===== config.mk =====
export PLATFORM = sky130hd
export DESIGN_NAME = pme_status_seq
export DESIGN_NICKNAME = d
export VERILOG_FILES = /design/src/rtl/pme_pkg.sv /design/src/rtl/pme_cap_sel.sv /design/src/rtl/pme_wake_merge.sv /design/src/rtl/pme_clr_seq.sv /design/src/rtl/pme_status_seq.sv
export SDC_FILE = /design/constraint.sdc
export NUM_CORES = 1
export LEC_CHECK = 0
export ABC_AREA = 1
export BUFFER_PORTS_ARGS = -buffer_cell sky130_fd_sc_hd__buf_4
export CAP_MARGIN = 5
export CORE_AREA = 2 2 39 41
export CTS_BUF_LIST = sky130_fd_sc_hd__clkbuf_8
export DETAILED_ROUTE_END_ITERATION = 16
export DIE_AREA = 0 0 41 43
export PLACE_DENSITY = 0.53
export SYNTH_ARGS = -nofsm -noshare
export SYNTH_HDL_FRONTEND = slang
export SYNTH_SLANG_ARGS = --single-unit

===== constraint.sdc =====
create_clock -name clk -period 1.6 [get_ports clk]
set_input_delay 0.08 -clock clk [delete_from_list [all_inputs] [get_ports clk]]
set_output_delay 0.08 -clock clk [all_outputs]
set_load 0.02 [all_outputs]

===== src/rtl/pme_pkg.sv =====
package pme_pkg;

    typedef struct packed {
        logic status;
        logic en;
    } pme_bits_t;

    typedef struct packed {
        logic pend;
    } clr_state_t;

endpackage


===== src/rtl/pme_cap_sel.sv =====
module pme_cap_sel #(
    parameter int SYNC_STAGES = 2
) (
    input  logic clk,
    input  logic por_n,
    input  logic aux_det,
    input  logic aux_bypass,
    input  logic sw_d3cold_cap,
    output logic cap_o
);
    localparam int SW = (SYNC_STAGES < 1) ? 1 : SYNC_STAGES;

    typedef struct packed {
        logic [SW-1:0] sync;
        logic          cap;
    } cap_state_t;

    cap_state_t st_d, st_q;

    generate
        if (SW == 1) begin : g_one
            always_comb begin
                st_d.sync = aux_det;
                st_d.cap  = aux_bypass ? sw_d3cold_cap : st_q.sync[0];
            end
        end else begin : g_chain
            always_comb begin
                st_d.sync = {st_q.sync[SW-2:0], aux_det};
                st_d.cap  = aux_bypass ? sw_d3cold_cap : st_q.sync[SW-1];
            end
        end
    endgenerate

    always_ff @(posedge clk or negedge por_n) begin
        if (!por_n) st_q <= '0;
        else        st_q <= st_d;
    end

    assign cap_o = st_q.cap;

    p_bypass_r3: assert property (@(posedge clk) disable iff (!por_n)
        aux_bypass |=> (cap_o == $past(sw_d3cold_cap)));

endmodule


===== src/rtl/pme_wake_merge.sv =====
module pme_wake_merge #(
    parameter int N_EVT = 3
) (
    input  logic [N_EVT-1:0] evt,
    input  logic [N_EVT-1:0] mask,
    output logic             hit_o
);
    logic [N_EVT-1:0] hit_vec;

    generate
        for (genvar i = 0; i < N_EVT; i++) begin : g_evt
            assign hit_vec[i] = evt[i] & mask[i];
        end
    endgenerate

    assign hit_o = |hit_vec;

endmodule


===== src/rtl/pme_clr_seq.sv =====
module pme_clr_seq
    import pme_pkg::*;
(
    input  logic clk,
    input  logic por_n,
    input  logic bus_rst,
    input  logic eeprom_done,
    input  logic cap,
    output logic pend_o,
    output logic clr_o
);
    clr_state_t st_d, st_q;
    logic       consume;

    always_comb begin
        st_d    = st_q;
        consume = 1'b0;
        if (bus_rst) begin
            st_d.pend = 1'b1;
        end else if (eeprom_done && st_q.pend) begin
            st_d.pend = 1'b0;
            consume   = 1'b1;
        end
    end

    always_ff @(posedge clk or negedge por_n) begin
        if (!por_n) st_q <= '0;
        else        st_q <= st_d;
    end

    assign pend_o = st_q.pend;
    assign clr_o  = consume & ~cap;

    p_rst_arms_r11: assert property (@(posedge clk) disable iff (!por_n)
        bus_rst |=> pend_o);

endmodule


===== src/rtl/pme_status_seq.sv =====
module pme_status_seq
    import pme_pkg::*;
#(
    parameter int N_EVT       = 3,
    parameter int SYNC_STAGES = 2
) (
    input  logic             clk,
    input  logic             por_n,
    input  logic             bus_rst,
    input  logic             eeprom_done,
    input  logic             aux_det,
    input  logic             aux_bypass,
    input  logic             sw_d3cold_cap,
    input  logic [N_EVT-1:0] wake_evt,
    input  logic [N_EVT-1:0] wake_mask,
    input  logic             en_wr,
    input  logic             en_wdata,
    input  logic             sts_w1c,
    output logic             d3cold_cap,
    output logic             pme_status,
    output logic             pme_en,
    output logic             pme_wake
);
    logic      cap;
    logic      any_hit;
    logic      pend;
    logic      clr;
    pme_bits_t pm_d, pm_q;

    pme_cap_sel #(.SYNC_STAGES(SYNC_STAGES)) i_cap (
        .clk(clk), .por_n(por_n), .aux_det(aux_det), .aux_bypass(aux_bypass),
        .sw_d3cold_cap(sw_d3cold_cap), .cap_o(cap)
    );

    pme_wake_merge #(.N_EVT(N_EVT)) i_merge (
        .evt(wake_evt), .mask(wake_mask), .hit_o(any_hit)
    );

    pme_clr_seq i_clr (
        .clk(clk), .por_n(por_n), .bus_rst(bus_rst), .eeprom_done(eeprom_done),
        .cap(cap), .pend_o(pend), .clr_o(clr)
    );

    always_comb begin
        pm_d = pm_q;
        if (en_wr)   pm_d.en     = en_wdata;
        if (sts_w1c) pm_d.status = 1'b0;
        if (any_hit) pm_d.status = 1'b1;
        if (clr) begin
            pm_d.status = 1'b0;
            pm_d.en     = 1'b0;
        end
    end

    always_ff @(posedge clk or negedge por_n) begin
        if (!por_n) pm_q <= '0;
        else        pm_q <= pm_d;
    end

    assign d3cold_cap = cap;
    assign pme_status = pm_q.status;
    assign pme_en     = pm_q.en;
    assign pme_wake   = pm_q.status & pm_q.en;

    p_evt_set_r4: assert property (@(posedge clk) disable iff (!por_n)
        (|(wake_evt & wake_mask) && !clr) |=> pme_status);

    p_w1c_r5: assert property (@(posedge clk) disable iff (!por_n)
        (sts_w1c && !(|(wake_evt & wake_mask))) |=> !pme_status);

    p_en_wr_r6: assert property (@(posedge clk) disable iff (!por_n)
        (en_wr && !clr) |=> (pme_en == $past(en_wdata)));

    p_clear_r8: assert property (@(posedge clk) disable iff (!por_n)
        clr |=> (!pme_status && !pme_en));

    p_keep_r9: assert property (@(posedge clk) disable iff (!por_n)
        (eeprom_done && pend && d3cold_cap && !en_wr) |=> $stable(pme_en));

    p_idle_done_r10: assert property (@(posedge clk) disable iff (!por_n)
        (eeprom_done && !pend && !en_wr) |=> $stable(pme_en));

endmodule


==> run_results.csv <==
group,metric,value,unit
clock_network,clk_path_buf_depth,2,
sta,fin_skew,0.310,ps
synth,synthCells,30,
clock_network,clock-sinks,6,
final_layout,fillers,153,
route,routed_wl,584,µm
worst_setup_path,worst_setup_path_end_kind,"output port",
sta,period_needed,926,ps
grt,grt_max_degree,7,
synth,yosys.area_share.simple,0.273,
grt,antenna_found_initial,0,
placement,place_area,419,µm²
route,drc_errors,0,
synth,syn_area,256,µm²
synth,synth_top_family_by_area,"simple AND/OR/NAND/NOR gates",
floorplan,dieArea,0.00176,mm²
worst_setup_path,crit_buf_inv,2,
worst_setup_path,required,1520,ps
clock_network,clock-root-buffer,"clkbuf_8",
floorplan,die_y,43,µm
clock_network,post_cts_buffers,0,
sta,finalHoldViolCount,0,
route,routedWlPerCell,8.34,µm
sta,worstMarginPinSlew,141,ps
clock_network,post_cts_resized,0,
outcome,status,"finished clean",
synth,synth-seq-cells,6,
worst_setup_path,start_kind,"flop",
sta,max_slew_margin,0.905,
worst_setup_path,cp_slowest_cell,"dfrtp_1",
sta,slew_violations,0,
route,viasPerCell,3.67,
grt,globalRouteOverflowTotal,0,
sta,finalCritPeriodShare,0.579,
floorplan,rows,14,
route,drt_pass1_iterations,2,
grt,grt_pass1_wl,972,µm
sta,rsz0062_at_grt,"false",
clock_network,cts_tree,"built",
synth,avgSynthCellArea,8.55,µm²
final_layout,syn2layout_area_growth,87.3,%
clock_network,cts_buffers,3,
final_layout,diodes,0,
clock_network,clk_latency,220,ps
floorplan,fp.dieW,41,µm
floorplan,core,0.00138,mm²
worst_setup_path,critPathLaunch,"pme_status",
route,ant_nets,0,
floorplan,io_pins,20,
sta,finalSetupViolations,0,
sta,fmaxAchievable,1.08,GHz
run,cap_violations,0,
min_path,holdPathEnd,"i_cap.cap_o",
power_and_ir_drop,p_per_area,1010,mW/mm²
grt,grt_pass1_vias,262,
synth,synth-compound-area-share,0.0683,
grt,gr-usage-all-layers,0.0859,
worst_setup_path,crit_family,"flip-flops",
placement,routabilityCongestion,0.618,
worst_setup_path,arrival,850,ps
worst_setup_path,r2r_setup_slack,860,ps
route,dr_total_vias,257,
worst_setup_path,r2r-start,"i_cap.cap_o",
worst_setup_path,r2r_end,"pme_en",
worst_setup_path,critPathMaxStageDelay,380,ps
power_and_ir_drop,total_power,485,µW
placement,dp_hpwl,473,µm
synth,yosysUniqueCellTypes,10,
final_layout,drive_above_1_share,0.444,
worst_setup_path,worstSetupPathType,"reg -> out",
synth,synth-adder-area-share,0,
sta,setup_tns,0,ps
power_and_ir_drop,vdd_ir_drop_max,0.000442,V
final_layout,fin_area,480,µm²
final_layout,final_nets,72,
min_path,whs_path_depth,2,
clock_network,ctsHoldBuffers,2,
clock_network,clk_pin_slew,40,ps
power_and_ir_drop,leakage,0.000266,µW
sta,holdWs,66.3,ps
synth,synthXorXnorAreaFrac,0,
clock_network,cts-htree-levels,1,
synth,yosysWarnings,0,
min_path,hp-class,"in -> reg",
synth,seq_area_frac_synth,0.585,
synth,syn_nets,46,
worst_setup_path,cp_max_fo,3,
worst_setup_path,cp_cell_sequence,"nand2_1 > inv_1 > buf_4",
route,dr.first_iter.drc_count,2,
min_path,hp-start,"aux_bypass",
floorplan,initial_core_util,0.185,
worst_setup_path,rr_worst_depth,4,
synth,synthMuxAreaShare,0,
placement,port_buffers,19,
-- report_power, final --
part           leakage [µW]  switching (µW)  internal, µW
sequential        0.0000690            8.33           165
clock             0.0000216            63.5           162
combinational      0.000176            37.7          49.2
-- routing by layer --
metal	vias up	share of wire	global-route usage
met1	109	0.41	0.102
met2	9	0.50	0.122
met5	-	0	0
met3	0	0.082	0.0314
li1	139	-	-
met4	0	0	0.0600
-- layout make-up --
cell class | instances | area, µm² | area share
Clock buffer | 3 | 41.3 | 0.0859
Timing Repair Buffer | 21 | 163 | 0.339
Multi-Input combinational cell | 19 | 87.6 | 0.182
Sequential cell | 6 | 150 | 0.312
Inverter | 5 | 18.8 | 0.0391
Tap cell | 16 | 20.0 | 0.0417
-- cell usage in the layout (no fill, tap or decap) --
cell	Yosys	routed
o21ai_0	1	1
dlygate4sd3_1	0	2
clkbuf_8	0	3
a21o_1	1	1
nand2_2	1	1
buf_4	0	19
nand3_1	1	1
nor2_1	3	3
o21ai_1	1	1
dfrtp_1	6	6
nand2_1	10	10
inv_1	5	5
nor3_2	1	1
-- through the flow --
step	worst slack [ps]	std cells	utilization
floorplan	786	30	-
global placement	852	65	0.303
detailed placement	851	65	0.303
CTS	659	70	0.347
global route	617	70	0.347
finish	674	70	0.347
-- state kept, by name, indices dropped and copies added (netlist names) --
signal and flops:
i_cap.st_q 1, i_clr.pend_o 1, pme_en 1, i_cap.st_d 1, pme_status 1, i_cap.cap_o 1
-- synth_stat cells --
cell     count  area share
nand2_1     10        0.15
o21ai_0      1       0.019
nor3_2       1       0.039
nand3_1      1       0.019
nand2_2      1       0.024
inv_1        5       0.073
o21ai_1      1       0.019
nor2_1       3       0.044
dfrtp_1      6        0.59
a21o_1       1       0.029
-- worst max path at each step --
stage / to / slack [ps] / cells after the start
floorplan: pme_en / 790 / 4
global placement: pme_status / 850 / 4
detailed placement: pme_status / 850 / 2
CTS: pme_wake / 660 / 3
global route: pme_wake / 620 / 3
finish: pme_wake / 670 / 3
-- cells by family (layout without fill, tap and decap cells) --
group / after synthesis / after routing
compound gates: 3 / 3
buf+inv: 5 / 29
flops: 6 / 6
simple gates: 16 / 16
-- worst reg2reg max path: stages (launching register included) --
cell and delay [ps]:
dfrtp_1 390, nor2_1 90, nand3_1 70, nand2_1 60
inv_1 30
(Power assumes the default switching activity.)
